--- config.mk ---
export PLATFORM = sky130hd
export DESIGN_NAME = col_phase_seq
export DESIGN_NICKNAME = d
export VERILOG_FILES = /design/src/rtl/col_seq_pkg.sv /design/src/rtl/col_seq_ctrl.sv /design/src/rtl/col_seq_columns.sv /design/src/rtl/col_phase_seq.sv
export SDC_FILE = /design/constraint.sdc
export NUM_CORES = 2
export LEC_CHECK = 0
export ABC_AREA = 1
export CAP_MARGIN = 20
export CORE_AREA = 5 5 350 524
export DETAILED_ROUTE_END_ITERATION = 16
export DIE_AREA = 0 0 355 529
export GPL_TIMING_DRIVEN = 1
export HOLD_SLACK_MARGIN = 0.15
export PLACE_DENSITY = 0.72
export SETUP_SLACK_MARGIN = 0.05
export SLEW_MARGIN = 5
export SYNTH_ARGS = -nofsm -noshare
export SYNTH_HDL_FRONTEND = slang
export SYNTH_SLANG_ARGS = --single-unit
--- constraint.sdc ---
create_clock -name clk -period 3.6 [get_ports clk]
set_input_delay 0.72 -clock clk [delete_from_list [all_inputs] [get_ports clk]]
set_output_delay 0.72 -clock clk [all_outputs]
set_load 0.005 [all_outputs]
--- src/rtl/col_seq_pkg.sv ---
`timescale 1ns/1ps
package col_seq_pkg;
  typedef enum logic [1:0] {COL_IDLE, COL_SAMPLE, COL_HOLD, COL_OUT} colState_t;
  typedef enum logic [1:0] {ST_LOAD, ST_RUN, ST_HALT} seqState_t;
  typedef struct packed {
    logic launch;
    logic read;
    logic clear;
  } seqStrobe_t;
endpackage

--- src/rtl/col_seq_ctrl.sv ---
`timescale 1ns/1ps
module col_seq_ctrl
  import col_seq_pkg::*;
#(
  parameter int NUM_CH   = 9,
  parameter int MAX_COLS = 41,
  parameter int CNT_W    = 16,
  parameter int XFER_LEN = 2,
  localparam int CI_W    = $clog2(MAX_COLS),
  localparam int COL_W   = CI_W + 1
) (
  input  logic                clk,
  input  logic                rst_n,
  input  logic                reconfig,
  input  logic [CNT_W-1:0]    phaseGap,
  input  logic [CNT_W-1:0]    convPeriod,
  input  logic [COL_W-1:0]    colCount,
  input  logic [MAX_COLS-1:0] colDone,
  output seqStrobe_t          strobes,
  output logic [CI_W-1:0]     launchIdx,
  output logic [CI_W-1:0]     readIdx,
  output logic [CNT_W-1:0]    gapCfg,
  output logic                cfgErr
);
  localparam int CW = CNT_W + COL_W + 4;

  seqState_t        state;
  logic [CNT_W-1:0] perCfg;
  logic [CNT_W-1:0] slotCnt;
  logic [COL_W-1:0] colsCfg;
  logic             cfgOk;
  logic             slotTick;
  logic [CW-1:0]    burstSpan;
  logic [CW-1:0]    rotSpan;

  // feasibility: last strobe plus hold detection must fit before reuse
  always_comb begin
    burstSpan = CW'(phaseGap) * CW'(NUM_CH - 1) + CW'(2);
    rotSpan   = (CW'(colCount) - CW'(1)) * CW'(convPeriod);
    cfgOk     = (phaseGap != '0) && (colCount != '0) &&
                (colCount <= COL_W'(MAX_COLS)) &&
                (convPeriod >= CNT_W'(XFER_LEN + 3)) &&
                (burstSpan <= rotSpan);
  end

  assign slotTick       = (state == ST_RUN) && (slotCnt == '0) && !reconfig;
  assign strobes.launch = slotTick;
  assign strobes.read   = slotTick && colDone[readIdx];
  assign strobes.clear  = reconfig;
  assign cfgErr         = (state == ST_HALT);

  function automatic logic [CI_W-1:0] nextIdx(input logic [CI_W-1:0] idx,
                                               input logic [COL_W-1:0] lim);
    return ((COL_W'(idx) + COL_W'(1)) >= lim) ? '0 : idx + 1'b1;
  endfunction

  always_ff @(posedge clk or negedge rst_n) begin
    if (!rst_n) begin
      state     <= ST_LOAD;
      gapCfg    <= '0;
      perCfg    <= '0;
      colsCfg   <= '0;
      slotCnt   <= '0;
      launchIdx <= '0;
      readIdx   <= '0;
    end else if (reconfig) begin
      state     <= ST_LOAD;
      slotCnt   <= '0;
      launchIdx <= '0;
      readIdx   <= '0;
    end else begin
      case (state)
        ST_LOAD: begin
          gapCfg    <= phaseGap;
          perCfg    <= convPeriod;
          colsCfg   <= colCount;
          state     <= cfgOk ? ST_RUN : ST_HALT;
          slotCnt   <= '0;
          launchIdx <= '0;
          readIdx   <= '0;
        end
        ST_RUN: begin
          slotCnt <= (slotCnt == perCfg - 1'b1) ? '0 : slotCnt + 1'b1;
          if (slotTick)     launchIdx <= nextIdx(launchIdx, colsCfg);
          if (strobes.read) readIdx   <= nextIdx(readIdx, colsCfg);
        end
        default: ;
      endcase
    end
  end
endmodule

--- src/rtl/col_seq_columns.sv ---
`timescale 1ns/1ps
module col_seq_columns
  import col_seq_pkg::*;
#(
  parameter int NUM_CH   = 9,
  parameter int MAX_COLS = 41,
  parameter int CNT_W    = 16,
  parameter int XFER_LEN = 2,
  localparam int CI_W    = $clog2(MAX_COLS),
  localparam int PH_W    = $clog2(NUM_CH)
) (
  input  logic                       clk,
  input  logic                       rst_n,
  input  seqStrobe_t                 strobes,
  input  logic [CI_W-1:0]            launchIdx,
  input  logic [CI_W-1:0]            readIdx,
  input  logic [CNT_W-1:0]           gapCfg,
  output logic [MAX_COLS*NUM_CH-1:0] sampleEn,
  output logic [MAX_COLS-1:0]        colDone,
  output logic [MAX_COLS-1:0]        sumSel,
  output logic                       xferStrobe,
  output logic                       adcStart,
  output logic                       dumpStrobe,
  output logic [CI_W-1:0]            adcCol
);
  localparam logic [NUM_CH-1:0] TAP0 = {{(NUM_CH-1){1'b0}}, 1'b1};

  logic [MAX_COLS-1:0] outMask;
  logic [MAX_COLS-1:0] adcMask;
  logic [MAX_COLS-1:0] dumpMask;

  for (genvar c = 0; c < MAX_COLS; c++) begin : g_col
    colState_t        colSt;
    logic [PH_W-1:0]  phase;
    logic [CNT_W-1:0] tick;

    // the phase counter acts as the tapped delay chain, one tap per gap
    always_ff @(posedge clk or negedge rst_n) begin
      if (!rst_n) begin
        colSt <= COL_IDLE;
        phase <= '0;
        tick  <= '0;
      end else if (strobes.clear) begin
        colSt <= COL_IDLE;
        phase <= '0;
        tick  <= '0;
      end else begin
        case (colSt)
          COL_IDLE:
            if (strobes.launch && launchIdx == CI_W'(c)) begin
              colSt <= COL_SAMPLE;
              phase <= '0;
              tick  <= '0;
            end
          COL_SAMPLE:
            if (tick == '0 && phase == PH_W'(NUM_CH - 1)) begin
              colSt <= COL_HOLD;
            end else if (tick == gapCfg - 1'b1) begin
              tick  <= '0;
              phase <= phase + 1'b1;
            end else begin
              tick <= tick + 1'b1;
            end
          COL_HOLD:
            if (strobes.read && readIdx == CI_W'(c)) begin
              colSt <= COL_OUT;
              tick  <= '0;
            end
          default:
            if (tick == CNT_W'(XFER_LEN + 1)) colSt <= COL_IDLE;
            else                              tick  <= tick + 1'b1;
        endcase
      end
    end

    assign sampleEn[c*NUM_CH +: NUM_CH] =
      (colSt == COL_SAMPLE && tick == '0) ? (TAP0 << phase) : '0;
    assign colDone[c]  = (colSt == COL_HOLD);
    assign outMask[c]  = (colSt == COL_OUT);
    assign sumSel[c]   = outMask[c] && (tick < CNT_W'(XFER_LEN));
    assign adcMask[c]  = outMask[c] && (tick == CNT_W'(XFER_LEN));
    assign dumpMask[c] = outMask[c] && (tick == CNT_W'(XFER_LEN + 1));
  end

  assign xferStrobe = |sumSel;
  assign adcStart   = |adcMask;
  assign dumpStrobe = |dumpMask;

  always_comb begin
    adcCol = '0;
    for (int c = 0; c < MAX_COLS; c++) begin
      if (outMask[c]) adcCol = adcCol | CI_W'(c);
    end
  end
endmodule

--- src/rtl/col_phase_seq.sv ---
`timescale 1ns/1ps
module col_phase_seq
  import col_seq_pkg::*;
#(
  parameter int NUM_CH   = 9,
  parameter int MAX_COLS = 41,
  parameter int CNT_W    = 16,
  parameter int XFER_LEN = 2,
  localparam int CI_W    = $clog2(MAX_COLS),
  localparam int COL_W   = CI_W + 1
) (
  input  logic                       clk,
  input  logic                       rst_n,
  input  logic                       reconfig,
  input  logic [CNT_W-1:0]           phaseGap,
  input  logic [CNT_W-1:0]           convPeriod,
  input  logic [COL_W-1:0]           colCount,
  output logic [MAX_COLS*NUM_CH-1:0] sampleEn,
  output logic [MAX_COLS-1:0]        sumSel,
  output logic                       xferStrobe,
  output logic                       adcStart,
  output logic [CI_W-1:0]            adcCol,
  output logic                       dumpStrobe,
  output logic                       cfgErr
);
  seqStrobe_t          strobes;
  logic [CI_W-1:0]     launchIdx;
  logic [CI_W-1:0]     readIdx;
  logic [CNT_W-1:0]    gapCfg;
  logic [MAX_COLS-1:0] colDone;

  col_seq_ctrl #(
    .NUM_CH(NUM_CH), .MAX_COLS(MAX_COLS), .CNT_W(CNT_W), .XFER_LEN(XFER_LEN)
  ) u_ctrl (
    .clk(clk), .rst_n(rst_n), .reconfig(reconfig),
    .phaseGap(phaseGap), .convPeriod(convPeriod), .colCount(colCount),
    .colDone(colDone), .strobes(strobes), .launchIdx(launchIdx),
    .readIdx(readIdx), .gapCfg(gapCfg), .cfgErr(cfgErr)
  );

  col_seq_columns #(
    .NUM_CH(NUM_CH), .MAX_COLS(MAX_COLS), .CNT_W(CNT_W), .XFER_LEN(XFER_LEN)
  ) u_cols (
    .clk(clk), .rst_n(rst_n), .strobes(strobes), .launchIdx(launchIdx),
    .readIdx(readIdx), .gapCfg(gapCfg), .sampleEn(sampleEn),
    .colDone(colDone), .sumSel(sumSel), .xferStrobe(xferStrobe),
    .adcStart(adcStart), .dumpStrobe(dumpStrobe), .adcCol(adcCol)
  );
endmodule

==> flow_metrics.env <==
export IMPL_status="finished with violations"
export IMPL_violations="setup timing"
export IMPL_pre_cts_ws_ps=-4900
export IMPL_track_usage=0.397
export IMPL_holdWs_ps=452
export IMPL_clock_fmax_mhz=145
export IMPL_final_util=0.662
export IMPL_synth_edf_count=0
export IMPL_crit_path_end_kind="flip-flop"
export IMPL_fin_crit_sh=1.91
export IMPL_avgSynthCellArea_um2=6.47
export IMPL_ys_types=63
export IMPL_cts_root_buf="clkbuf_16"
export IMPL_relSlewSlack=0.463
export IMPL_cts_inserted_buffers=109
export IMPL_dieArea_um2=188000
export IMPL_synthesis_area_um2=95700
export IMPL_die_h_um=529
export IMPL_drv_cap=0
export IMPL_yosys_top_cells_area="dfrtp_1 (25%), nand2_1 (16%), ha_1 (8.9%), nor2_1 (8.7%), inv_1 (7.9%)"
export IMPL_routed_via_count=104000
export IMPL_ff2ff_path_depth=17
export IMPL_ant_nets=0
export IMPL_gp_congestion=1.04
export IMPL_hold_path_class="primary input to asynchronous set/reset pin"
export IMPL_dp_hpwl_um=293000
export IMPL_crit_required_ps=4220
export IMPL_cts_buffer_depth=3
export IMPL_yosysSeqAreaShare=0.254
export IMPL_async_flop_share=1.00
export IMPL_synth_top_area_share=0.254
export IMPL_wl_per_cell_um=20.9
export IMPL_drive_above_1_share=0.154
export IMPL_crit_family="adder cells"
export IMPL_final_nets=17000
export IMPL_power_density_nw_per_um2=630
export IMPL_path_max_fanout=8
export IMPL_wirelength_um=387000
export IMPL_arrival_ps=7500
export IMPL_final_common_cell="nand2_1"
export IMPL_cp_depth=36
export IMPL_drcViolationCount=0
export IMPL_fin_tns_setup_ps=-6780
export IMPL_start_util=0.538
export IMPL_crit_type="primary input to flip-flop"
export IMPL_path_clk_slew_ps=60
export IMPL_drt_iter0_drc=9906
export IMPL_worst_r2r_setup_slack_ps=210
export IMPL_tightest_slew_ps=802
export IMPL_layout_common_cells="nand2_1 (4,037), nor2_1 (2,000), inv_1 (1,832)"
export IMPL_skew_ps=32.9
export IMPL_via_per_inst=5.63
export IMPL_dieWidth_um=355
export IMPL_syn_nets=15700
export IMPL_antenna_found_initial=20
export IMPL_clk_latency_ps=770
export IMPL_fin_crit_ps=6880
export IMPL_yosys_most_used_dff="dfrtp_1"
export IMPL_slew_violations=0
export IMPL_slowest_stage="fa_2"
export IMPL_setup_ws_ps=-3280
export IMPL_synth_largest_area_cell="dfrtp_1"
export IMPL_r2r_start="u_cols.g_col[32].colSt[0]"
export IMPL_htree_levels=3
export IMPL_ys_seq_elements=971
export IMPL_ir_drop_mv=0.697
export IMPL_rsz0062_at_grt="true"
export IMPL_cts_tree="done"
export IMPL_r2r_end="u_cols.g_col[32].tick[4]"
export IMPL_synthCells=14800
export IMPL_first_pass_iters=7
export IMPL_io_pins=462
export IMPL_critPathLaunchType="primary input"
export IMPL_hold_viol_final=0
export IMPL_grt_max_degree=113
export IMPL_max_stage_delay_ps=620
export IMPL_port_buffers=461
export IMPL_p_leak_uw=0.0620
export IMPL_endpoint="u_ctrl.state[1]"
export IMPL_grt_overflow=0
export IMPL_grt_pass1_wl_um=577000
export IMPL_ys_warnings_count=0
export IMPL_cts_num_sinks=971
export IMPL_rows=190
export IMPL_critPathBufInv=9
export IMPL_area_growth_pct=23.1
export IMPL_crit_start="colCount[1]"
export IMPL_grt_pass1_vias=98900
export IMPL_core_area_um2=178000
export IMPL_setup_violations=5
-- per-stage QoR --
stage                     cell area, um2  std cells  total power (uW)
after CTS                         116000      18400             72000
after global placement            108000      18000             57000
final                             118000      18500             74200
after floorplan                    95900      14800             38900
after detailed placement          108000      18000             57200
after global routing              118000      18500             78100
-- cell usage after synthesis, drive strengths merged (4+ instances only) --
master,instances
a211oi,32
a21boi,9
a21oi,151
a221oi,15
a31oi,39
and2,19
and3,27
buf,244
clkbuf,190
clkinv,10
dfrtp,971
fa,157
ha,680
inv,2072
nand2,4198
nand3,1457
nand3b,40
nand4,491
nor2,2267
nor3,296
nor3b,79
nor4,99
o2111ai,4
o211ai,4
o21a,10
o21ai,374
o21bai,8
o22ai,29
o31ai,7
or2,34
xnor2,101
xor2,662
-- area by class of cell --
| class | count | area, um2 |
|---|---|---|
| clock buffers | 146 | 3170 |
| fillers | 16500 | 60300 |
| clock inverters | 53 | 781 |
| flip-flops and latches | 971 | 24400 |
| well taps | 2304 | 2880 |
| multi-input cells | 11300 | 64300 |
| inverters | 2082 | 7870 |
| diodes | 16 | 40.0 |
| repair buffers | 1656 | 14400 |
-- flip-flops by register name, indices dropped and copies added (netlist names), 7 cells and up --
signal	flops
u_ctrl.colsCfg	7
u_cols.g_col.tick	656
u_cols.g_col.phase	164
u_ctrl.slotCnt	16
u_ctrl.perCfg	16
u_ctrl.gapCfg	16
u_cols.g_col.colSt	82
-- logic make-up (layout without fill, tap and decap cells) --
family	Yosys count	in the layout	share of synthesized area
xor+xnor	763	763	0.0700
compound gates	689	689	0.0422
fa+ha+maj	837	837	0.122
buf+inv	2516	3937	0.106
flops	971	971	0.254
simple gates	9011	9011	0.406
other cells	0	16	0
-- worst min-delay path by stage --
stage                                            to                       from  cells after the start
after floorplan            u_cols.g_col[0].colSt[0]                      rst_n                      0
after global placement    u_cols.g_col[15].phase[3]  u_cols.g_col[15].phase[3]                      2
after detailed placement  u_cols.g_col[19].phase[3]  u_cols.g_col[19].phase[3]                      2
after CTS                         u_ctrl.colsCfg[1]                colCount[1]                      4
after global routing              u_ctrl.colsCfg[1]                colCount[1]                      4
final                     u_cols.g_col[30].tick[15]                      rst_n                      2
-- report_power, final --
group          internal, uW  total (uW)  switching, uW
Sequential            12000       13800           1730
Clock                  7460       12800           5340
Combinational         15900       47600          31700
-- metal layers --
layer / global-route usage / vias to the layer above / wire length [um]
li1: - / 49300 / -
met1: 0.451 / 48800 / 138000
met2: 0.636 / 4722 / 172000
met3: 0.0927 / 1471 / 37300
met4: 0.329 / 10 / 39100
met5: 0 / - / 64
-- repair_timing --
action	4_1_cts	5_1_grt
setup buffers	247	109
resized for setup	924	433
pin swaps	200	189
endpoints found under the hold margin	18	0
hold buffers	1	0
endpoints found under the setup margin	412	529
(Power assumes the default switching activity.)
